==> src/rtl/rowdec_pkg.sv <==
package rowdec_pkg;

    localparam int LANES   = 3;
    localparam int TICKS   = 8;
    localparam int PKT_W   = LANES * TICKS;
    localparam int CNT_W   = $clog2(TICKS);
    localparam int DEV_W   = 5;
    localparam int DRL_W   = DEV_W - 1;
    localparam int BANK_W  = 5;
    localparam int ROW_W   = 9;
    localparam int OP_W    = 11;
    localparam int HI_W    = OP_W - ROW_W;

    // word field positions (tick 0 in the most significant bits)
    localparam int POS_T   = PKT_W - 1;
    localparam int POS_F   = PKT_W - 2;
    localparam int DRL_LO  = POS_F - DRL_W;
    localparam int BANK_LO = DRL_LO - BANK_W;
    localparam int RSV_POS = BANK_LO - 1;
    localparam int HI_LO   = RSV_POS - HI_W;
    localparam int TYPE_POS = HI_LO - 1;

    // opcode bit assignments
    localparam int OPB_PRE   = 10;
    localparam int OPB_REFA  = 9;
    localparam int OPB_REFP  = 8;
    localparam int OPB_PDN   = 7;
    localparam int OPB_NAP   = 6;
    localparam int OPB_NAPC  = 5;
    localparam int OPB_ATTN  = 4;
    localparam int OPB_RLX   = 3;
    localparam int SUB_W     = 3;

    localparam logic [SUB_W-1:0] SUB_MULTI = 3'b000;
    localparam logic [SUB_W-1:0] SUB_TCAL  = 3'b001;
    localparam logic [SUB_W-1:0] SUB_TCEN  = 3'b010;

    typedef enum logic {DS_IDLE, DS_BUSY} ds_state_e;

    typedef struct packed {
        logic act;
        logic prer;
        logic refa;
        logic refp;
        logic pdn;
        logic nap;
        logic napc;
        logic attn;
        logic rlx;
        logic tcal;
        logic tcen;
    } row_cmd_t;

    function automatic logic dev_select(input logic t, input logic f,
                                        input logic [DRL_W-1:0] lo,
                                        input logic [DEV_W-1:0] id);
        logic hit;
        case ({t, f})
            2'b11:   hit = 1'b1;
            2'b10:   hit = (id == {1'b0, lo});
            2'b01:   hit = (id == {1'b1, lo});
            default: hit = 1'b0;
        endcase
        return hit;
    endfunction

    function automatic row_cmd_t decode_ops(input logic av,
                                            input logic [OP_W-1:0] op,
                                            input logic bcast);
        row_cmd_t c;
        logic upper_clear;
        c = '0;
        upper_clear = (op[OP_W-1:SUB_W] == '0);
        if (av) begin
            c.act = 1'b1;
        end else begin
            case (op[SUB_W-1:0])
                SUB_MULTI: begin
                    c.prer = op[OPB_PRE];
                    c.refa = op[OPB_REFA];
                    c.refp = op[OPB_REFP];
                    c.pdn  = op[OPB_PDN];
                    c.nap  = op[OPB_NAP];
                    c.napc = op[OPB_NAPC];
                    c.attn = op[OPB_ATTN] & ~bcast;
                    c.rlx  = op[OPB_RLX];
                end
                SUB_TCAL: c.tcal = upper_clear;
                SUB_TCEN: c.tcen = upper_clear;
                default:  c = '0;
            endcase
        end
        return c;
    endfunction

endpackage

==> src/rtl/rowdec_deser.sv <==
module rowdec_deser
    import rowdec_pkg::*;
(
    input  logic             clk,
    input  logic             rst,
    input  logic [LANES-1:0] row_in,
    output logic [PKT_W-1:0] word_o,
    output logic             last_o
);
    localparam int SH_W = PKT_W - LANES;

    ds_state_e        state_q;
    logic [CNT_W-1:0] cnt_q;
    logic [SH_W-1:0]  sh_q;
    logic             frame_seen;

    assign frame_seen = |row_in[LANES-1 -: 2];
    assign last_o     = (state_q == DS_BUSY) && (cnt_q == CNT_W'(TICKS - 1));
    assign word_o     = {sh_q, row_in};

    always_ff @(posedge clk) begin
        if (rst) begin
            state_q <= DS_IDLE;
            cnt_q   <= '0;
            sh_q    <= '0;
        end else begin
            sh_q <= {sh_q[SH_W-LANES-1:0], row_in};
            case (state_q)
                DS_IDLE: begin
                    if (frame_seen) begin
                        state_q <= DS_BUSY;
                        cnt_q   <= CNT_W'(1);
                    end
                end
                DS_BUSY: begin
                    if (cnt_q == CNT_W'(TICKS - 1)) begin
                        state_q <= DS_IDLE;
                        cnt_q   <= '0;
                    end else begin
                        cnt_q <= cnt_q + CNT_W'(1);
                    end
                end
                default: state_q <= DS_IDLE;
            endcase
        end
    end

    AST_LAST_ENDS_PACKET: assert property (@(posedge clk) disable iff (rst)
        last_o |=> (state_q == DS_IDLE));
    AST_IDLE_NEEDS_FRAME: assert property (@(posedge clk) disable iff (rst)
        (state_q == DS_IDLE && !frame_seen) |=> (state_q == DS_IDLE));

endmodule

==> src/rtl/rowdec_refr.sv <==
module rowdec_refr
    import rowdec_pkg::*;
(
    input  logic             clk,
    input  logic             rst,
    input  logic             inc,
    output logic [ROW_W-1:0] row_o
);
    logic [ROW_W-1:0] cnt_q;

    always_ff @(posedge clk) begin
        if (rst)      cnt_q <= '0;
        else if (inc) cnt_q <= cnt_q + ROW_W'(1);
    end

    assign row_o = cnt_q;

    AST_REFR_STEP: assert property (@(posedge clk) disable iff (rst)
        inc |=> (cnt_q == $past(cnt_q) + ROW_W'(1)));
    AST_REFR_HOLD: assert property (@(posedge clk) disable iff (rst)
        !inc |=> $stable(cnt_q));

endmodule

==> src/rtl/rowdec_cmd.sv <==
module rowdec_cmd
    import rowdec_pkg::*;
(
    input  logic              clk,
    input  logic              rst,
    input  logic              last_i,
    input  logic [PKT_W-1:0]  word_i,
    input  logic [DEV_W-1:0]  dev_id,
    input  logic [ROW_W-1:0]  refr_i,
    output logic              refr_inc_o,
    output logic              pkt_valid_q,
    output logic              dev_match_q,
    output logic [BANK_W-1:0] bank_q,
    output logic [ROW_W-1:0]  row_q,
    output row_cmd_t          cmd_q
);
    logic              fr_t, fr_f, bcast, dm_c, av;
    logic [DRL_W-1:0]  dev_lo;
    logic [BANK_W-1:0] bank_c;
    logic [OP_W-1:0]   op_c;
    row_cmd_t          dec_c;
    logic              bcast_q;
    logic              unused_rsv;

    assign fr_t       = word_i[POS_T];
    assign fr_f       = word_i[POS_F];
    assign dev_lo     = word_i[DRL_LO +: DRL_W];
    assign bank_c     = word_i[BANK_LO +: BANK_W];
    assign av         = word_i[TYPE_POS];
    assign op_c       = {word_i[HI_LO +: HI_W], word_i[ROW_W-1:0]};
    assign unused_rsv = word_i[RSV_POS];
    assign bcast      = fr_t & fr_f;
    assign dm_c       = dev_select(fr_t, fr_f, dev_lo, dev_id);
    assign dec_c      = decode_ops(av, op_c, bcast);
    assign refr_inc_o = last_i & dm_c & dec_c.refa & (&bank_c);

    always_ff @(posedge clk) begin
        if (rst) begin
            pkt_valid_q <= 1'b0;
            dev_match_q <= 1'b0;
            bank_q      <= '0;
            row_q       <= '0;
            cmd_q       <= '0;
            bcast_q     <= 1'b0;
        end else begin
            pkt_valid_q <= last_i;
            dev_match_q <= last_i & dm_c;
            bcast_q     <= last_i & bcast;
            cmd_q       <= (last_i && dm_c) ? dec_c : '0;
            if (last_i) begin
                bank_q <= bank_c;
                if (av)              row_q <= word_i[ROW_W-1:0];
                else if (dec_c.refa) row_q <= refr_i;
                else                 row_q <= '0;
            end
        end
    end

    AST_PULSE_SINGLE: assert property (@(posedge clk) disable iff (rst)
        pkt_valid_q |=> !pkt_valid_q);
    AST_MATCH_WITH_VALID: assert property (@(posedge clk) disable iff (rst)
        dev_match_q |-> pkt_valid_q);
    AST_STB_NEEDS_MATCH: assert property (@(posedge clk) disable iff (rst)
        (cmd_q != '0) |-> (dev_match_q && pkt_valid_q));
    AST_ACT_ALONE: assert property (@(posedge clk) disable iff (rst)
        cmd_q.act |-> ($countones(cmd_q) == 1));
    AST_TEMP_ALONE: assert property (@(posedge clk) disable iff (rst)
        (cmd_q.tcal || cmd_q.tcen) |-> ($countones(cmd_q) == 1));
    AST_NO_BCAST_ATTN: assert property (@(posedge clk) disable iff (rst)
        cmd_q.attn |-> !bcast_q);

endmodule

==> src/rtl/rowpkt_decoder.sv <==
module rowpkt_decoder
    import rowdec_pkg::*;
(
    input  logic              clk,
    input  logic              rst,
    input  logic [LANES-1:0]  row_in,
    input  logic [DEV_W-1:0]  dev_id,
    output logic              pkt_valid,
    output logic              dev_match,
    output logic [BANK_W-1:0] bank_o,
    output logic [ROW_W-1:0]  row_o,
    output logic              act_stb,
    output logic              prer_stb,
    output logic              refa_stb,
    output logic              refp_stb,
    output logic              pdn_stb,
    output logic              nap_stb,
    output logic              napc_stb,
    output logic              attn_stb,
    output logic              rlx_stb,
    output logic              tcal_stb,
    output logic              tcen_stb
);
    logic [PKT_W-1:0] word;
    logic             last;
    logic             refr_inc;
    logic [ROW_W-1:0] refr_row;
    row_cmd_t         cmd;

    rowdec_deser u_deser (
        .clk    (clk),
        .rst    (rst),
        .row_in (row_in),
        .word_o (word),
        .last_o (last)
    );

    rowdec_refr u_refr (
        .clk   (clk),
        .rst   (rst),
        .inc   (refr_inc),
        .row_o (refr_row)
    );

    rowdec_cmd u_cmd (
        .clk         (clk),
        .rst         (rst),
        .last_i      (last),
        .word_i      (word),
        .dev_id      (dev_id),
        .refr_i      (refr_row),
        .refr_inc_o  (refr_inc),
        .pkt_valid_q (pkt_valid),
        .dev_match_q (dev_match),
        .bank_q      (bank_o),
        .row_q       (row_o),
        .cmd_q       (cmd)
    );

    assign act_stb  = cmd.act;
    assign prer_stb = cmd.prer;
    assign refa_stb = cmd.refa;
    assign refp_stb = cmd.refp;
    assign pdn_stb  = cmd.pdn;
    assign nap_stb  = cmd.nap;
    assign napc_stb = cmd.napc;
    assign attn_stb = cmd.attn;
    assign rlx_stb  = cmd.rlx;
    assign tcal_stb = cmd.tcal;
    assign tcen_stb = cmd.tcen;

endmodule

==> config.mk <==
export PLATFORM = sky130hd
export DESIGN_NAME = rowpkt_decoder
export DESIGN_NICKNAME = d
export VERILOG_FILES = /design/src/rtl/rowdec_pkg.sv /design/src/rtl/rowdec_deser.sv /design/src/rtl/rowdec_refr.sv /design/src/rtl/rowdec_cmd.sv /design/src/rtl/rowpkt_decoder.sv
export SDC_FILE = /design/constraint.sdc
export NUM_CORES = 1
export LEC_CHECK = 0
export BUFFER_PORTS_ARGS = -buffer_cell sky130_fd_sc_hd__buf_2
export CORE_UTILIZATION = 38
export CTS_BUF_LIST = sky130_fd_sc_hd__clkbuf_8
export CTS_CLUSTER_SIZE = 30
export DETAILED_ROUTE_END_ITERATION = 6
export PLACE_DENSITY_LB_ADDON = 0.12
export SYNTH_ARGS = -nofsm -noshare
export SYNTH_HDL_FRONTEND = slang
export SYNTH_SLANG_ARGS = --single-unit
==> constraint.sdc <==
create_clock -name clk -period 2.7 [get_ports clk]
set_clock_uncertainty 0.05 [all_clocks]
set_input_delay 0.27 -clock clk [delete_from_list [all_inputs] [get_ports clk]]
set_output_delay 0.27 -clock clk [all_outputs]
set_load 0.005 [all_outputs]
==> results.json <==
{
  "grt_use_total": 0.179,
  "hold_viol": 0,
  "power_density_nw_per_um2": 653,
  "start_kind": "register",
  "die_w_um": 79.6,
  "clk_root_buffer_cell": "clkbuf_8",
  "multi_input_area_um2": 997,
  "ys_seq_area_frac": 0.533,
  "clkSinkCount": 61,
  "cts_resized": 0,
  "layout_commonest_cell": "dfxtp_1",
  "worstSkewPairLatency_ns": 0.34,
  "cpMostUsedCell": "ha_1",
  "routed_wl_um": 5100,
  "cpMaxStageDelayCell": "or4_1",
  "path_max_fanout": 13,
  "whs_ns": 0.194,
  "drv_cap": 0,
  "nFillCells": 534,
  "critPathKind": "register to register",
  "max_slew.worst_pin.slew_ns": 0.656,
  "drc": 0,
  "cts.clk_slew.worst_paths_ns": 0.07,
  "netlist_area_um2": 2290,
  "slew_violations": 0,
  "core-area_um2": 5640,
  "ys_warn_count": 0,
  "syn-num-nets": 250,
  "nets": 290,
  "vias": 1770,
  "dieArea_um2": 6340,
  "ys_types": 37,
  "grt-ovfl-total": 0,
  "min_path_type": "primary input to register",
  "synthCells": 234,
  "drive_gt1_frac": 0.209,
  "rsz0062_at_grt": "false",
  "worst_setup_path_end_kind": "register",
  "io_pins": 37,
  "vias_per_cell": 5.06,
  "synth.avg_cell_area_um2": 9.79,
  "core.rowCount": 27,
  "initialDrtViolationCount": 48,
  "ant_nets": 0,
  "post-route-min-period_ns": 2.20,
  "setup_tns_ns": 0,
  "reg2reg_depth": 8,
  "slowest_delay_ns": 0.50,
  "cts_hold_buf": 0,
  "fmaxAchievable_mhz": 455,
  "regArea_um2": 1220,
  "period_share": 0.815,
  "cts_tree": "built",
  "synth_area_leaders": "dfxtp_1 53%, nor2b_1 5.7%, a21oi_1 3.5%",
  "grt_max_degree": 50,
  "area_growth_pct": 19.5,
  "cts_max_level": 3,
  "slew-limit-headroom": 0.557,
  "wl_per_cell_um": 14.6,
  "path_cells": "ha_1 -> ha_1 -> and3b_4 -> and4bb_1 -> a32oi_1 -> buf_4 -> or4_1 -> a21oi_1",
  "place_congestion": 0.832,
  "synth_top_area_share": 0.533,
  "total_power_mw": 1.79,
  "postCtsSetupRepairBufs": 0,
  "critical_path_required_ns": 2.91,
  "antenna_found_initial": 0,
  "fin_util": 0.485,
  "status": "finished clean",
  "die_h_um": 79.6,
  "most-common-layout-cells": "61 x dfxtp_1, 36 x buf_2, 21 x nor2b_1, 18 x nand2_1",
  "synth.ff_latch_count": 61,
  "p_leak_nw": 1.12,
  "start_util": 0.406,
  "firstDrtPassIters": 4,
  "cts_buffer_depth": 2,
  "numCtsBuffers": 9,
  "port_buffers": 36,
  "grt_pass1_wl_um": 8270,
  "antenna_cells": 0,
  "synth_area_leader_cell": "dfxtp_1",
  "cp.arrival_ns": 2.41,
  "final-setup-viol-count": 0,
  "ir_worst_vdd_v": 0.000351,
  "dp_hpwl_um": 3390,
  "first_global_vias": 1668,
  "hold_depth": 2
}
worst paths after layout:
| kind | startpoint | to | slack, ns |
|---|---|---|---|
| max | u_deser.cnt_q[0]$_SDFFE_PP0P_ | u_refr.row_o[3]$_SDFFE_PP0P_ | 0.50 |
| min | row_in[0] | u_deser.sh_q[0]$_SDFF_PP0_ | 0.19 |
| max reg2reg | u_deser.cnt_q[0]$_SDFFE_PP0P_ | u_refr.row_o[3]$_SDFFE_PP0P_ | 0.50 |
| min reg2reg | u_deser.sh_q[9]$_SDFF_PP0_ | u_deser.sh_q[12]$_SDFF_PP0_ | 0.38 |
state kept, by name, summed over array words and instances, names as in the netlist:
name,flops
u_deser.sh_q,21
u_cmd.pkt_valid_q,1
u_deser.state_q,1
u_refr.row_o,9
u_cmd.row_q,9
u_cmd.bank_q,5
u_cmd.dev_match_q,1
u_cmd.cmd_q,11
u_deser.cnt_q,3
Yosys cell counts:
| master | number |
|---|---|
| nor3b_1 | 1 |
| buf_6 | 2 |
| a2111oi_0 | 1 |
| and3b_4 | 1 |
| inv_1 | 3 |
| o21ai_0 | 3 |
| nand3_1 | 2 |
| and3_1 | 1 |
| and3b_1 | 1 |
| and2_1 | 12 |
| o31ai_1 | 6 |
| nor3_1 | 11 |
| nor2_1 | 16 |
| or3_1 | 2 |
| and4_1 | 3 |
| nand3b_1 | 3 |
| or4_1 | 6 |
| nor4_1 | 3 |
| clkbuf_1 | 9 |
| dfxtp_1 | 61 |
| nor2b_1 | 21 |
| xor2_1 | 4 |
| and4b_1 | 1 |
| ha_1 | 6 |
| a32oi_1 | 1 |
| nand2_1 | 18 |
| or2b_1 | 1 |
| o21ai_1 | 3 |
| nor4_2 | 1 |
| a41oi_1 | 1 |
| buf_1 | 1 |
| xnor2_1 | 1 |
| a21oi_1 | 16 |
| a221o_1 | 3 |
| and4bb_1 | 1 |
| nand4_1 | 2 |
| a221oi_1 | 6 |
cell type report:
cell class / count / area share
Multi-Input combinational cell: 158 / 0.364
Clock buffer: 11 / 0.0553
Inverter: 3 / 0.00412
Timing Repair Buffer: 41 / 0.0796
Sequential cell: 61 / 0.446
Tap cell: 72 / 0.0329
Clock inverter: 4 / 0.0174
layer usage:
metal / wire (um) / track usage / part of all wire / vias up
li1: - / - / - / 908
met1: 2580 / 0.242 / 0.51 / 797
met2: 2140 / 0.250 / 0.42 / 52
met3: 199 / 0.0423 / 0.039 / 13
met4: 176 / 0.120 / 0.035 / 0
met5: 0 / 0 / 0 / -
cells by family (layout without fill, tap and decap cells):
logic type               count (synthesis)  after routing  synth area share
flip-flops                              61             61             0.533
adder cells (fa/ha/maj)                  6              6            0.0328
XOR/XNOR                                 5              5            0.0191
AND/OR/NAND/NOR                        107            107             0.268
AO/OA/AOI/OAI                           40             40             0.115
buffers and inverters                   15             59            0.0311
stage by stage:
stage               instance area (um2)  cells  worst slack, ns
global route                       2740    350            0.395
floorplan                          2290    234            0.658
CTS                                2740    350            0.518
finish                             2740    350            0.501
global placement                   2540    335            0.574
detailed placement                 2540    335            0.538
power by group:
part	switching [mW]	leakage, nW	internal (mW)
Sequential	0.0109	0.494	0.910
Combinational	0.0294	0.520	0.0188
Clock	0.348	0.101	0.468
Total	0.389	1.12	1.40
critical path, delay by kind of cell (launching register included):
family / cells / cell delay [ns]
compound gates: 2 / 0.25
simple gates: 3 / 0.93
buf+inv: 1 / 0.19
flops: 1 / 0.35
fa+ha+maj: 2 / 0.35
No activity file was read; power rests on OpenSTA's default activity.
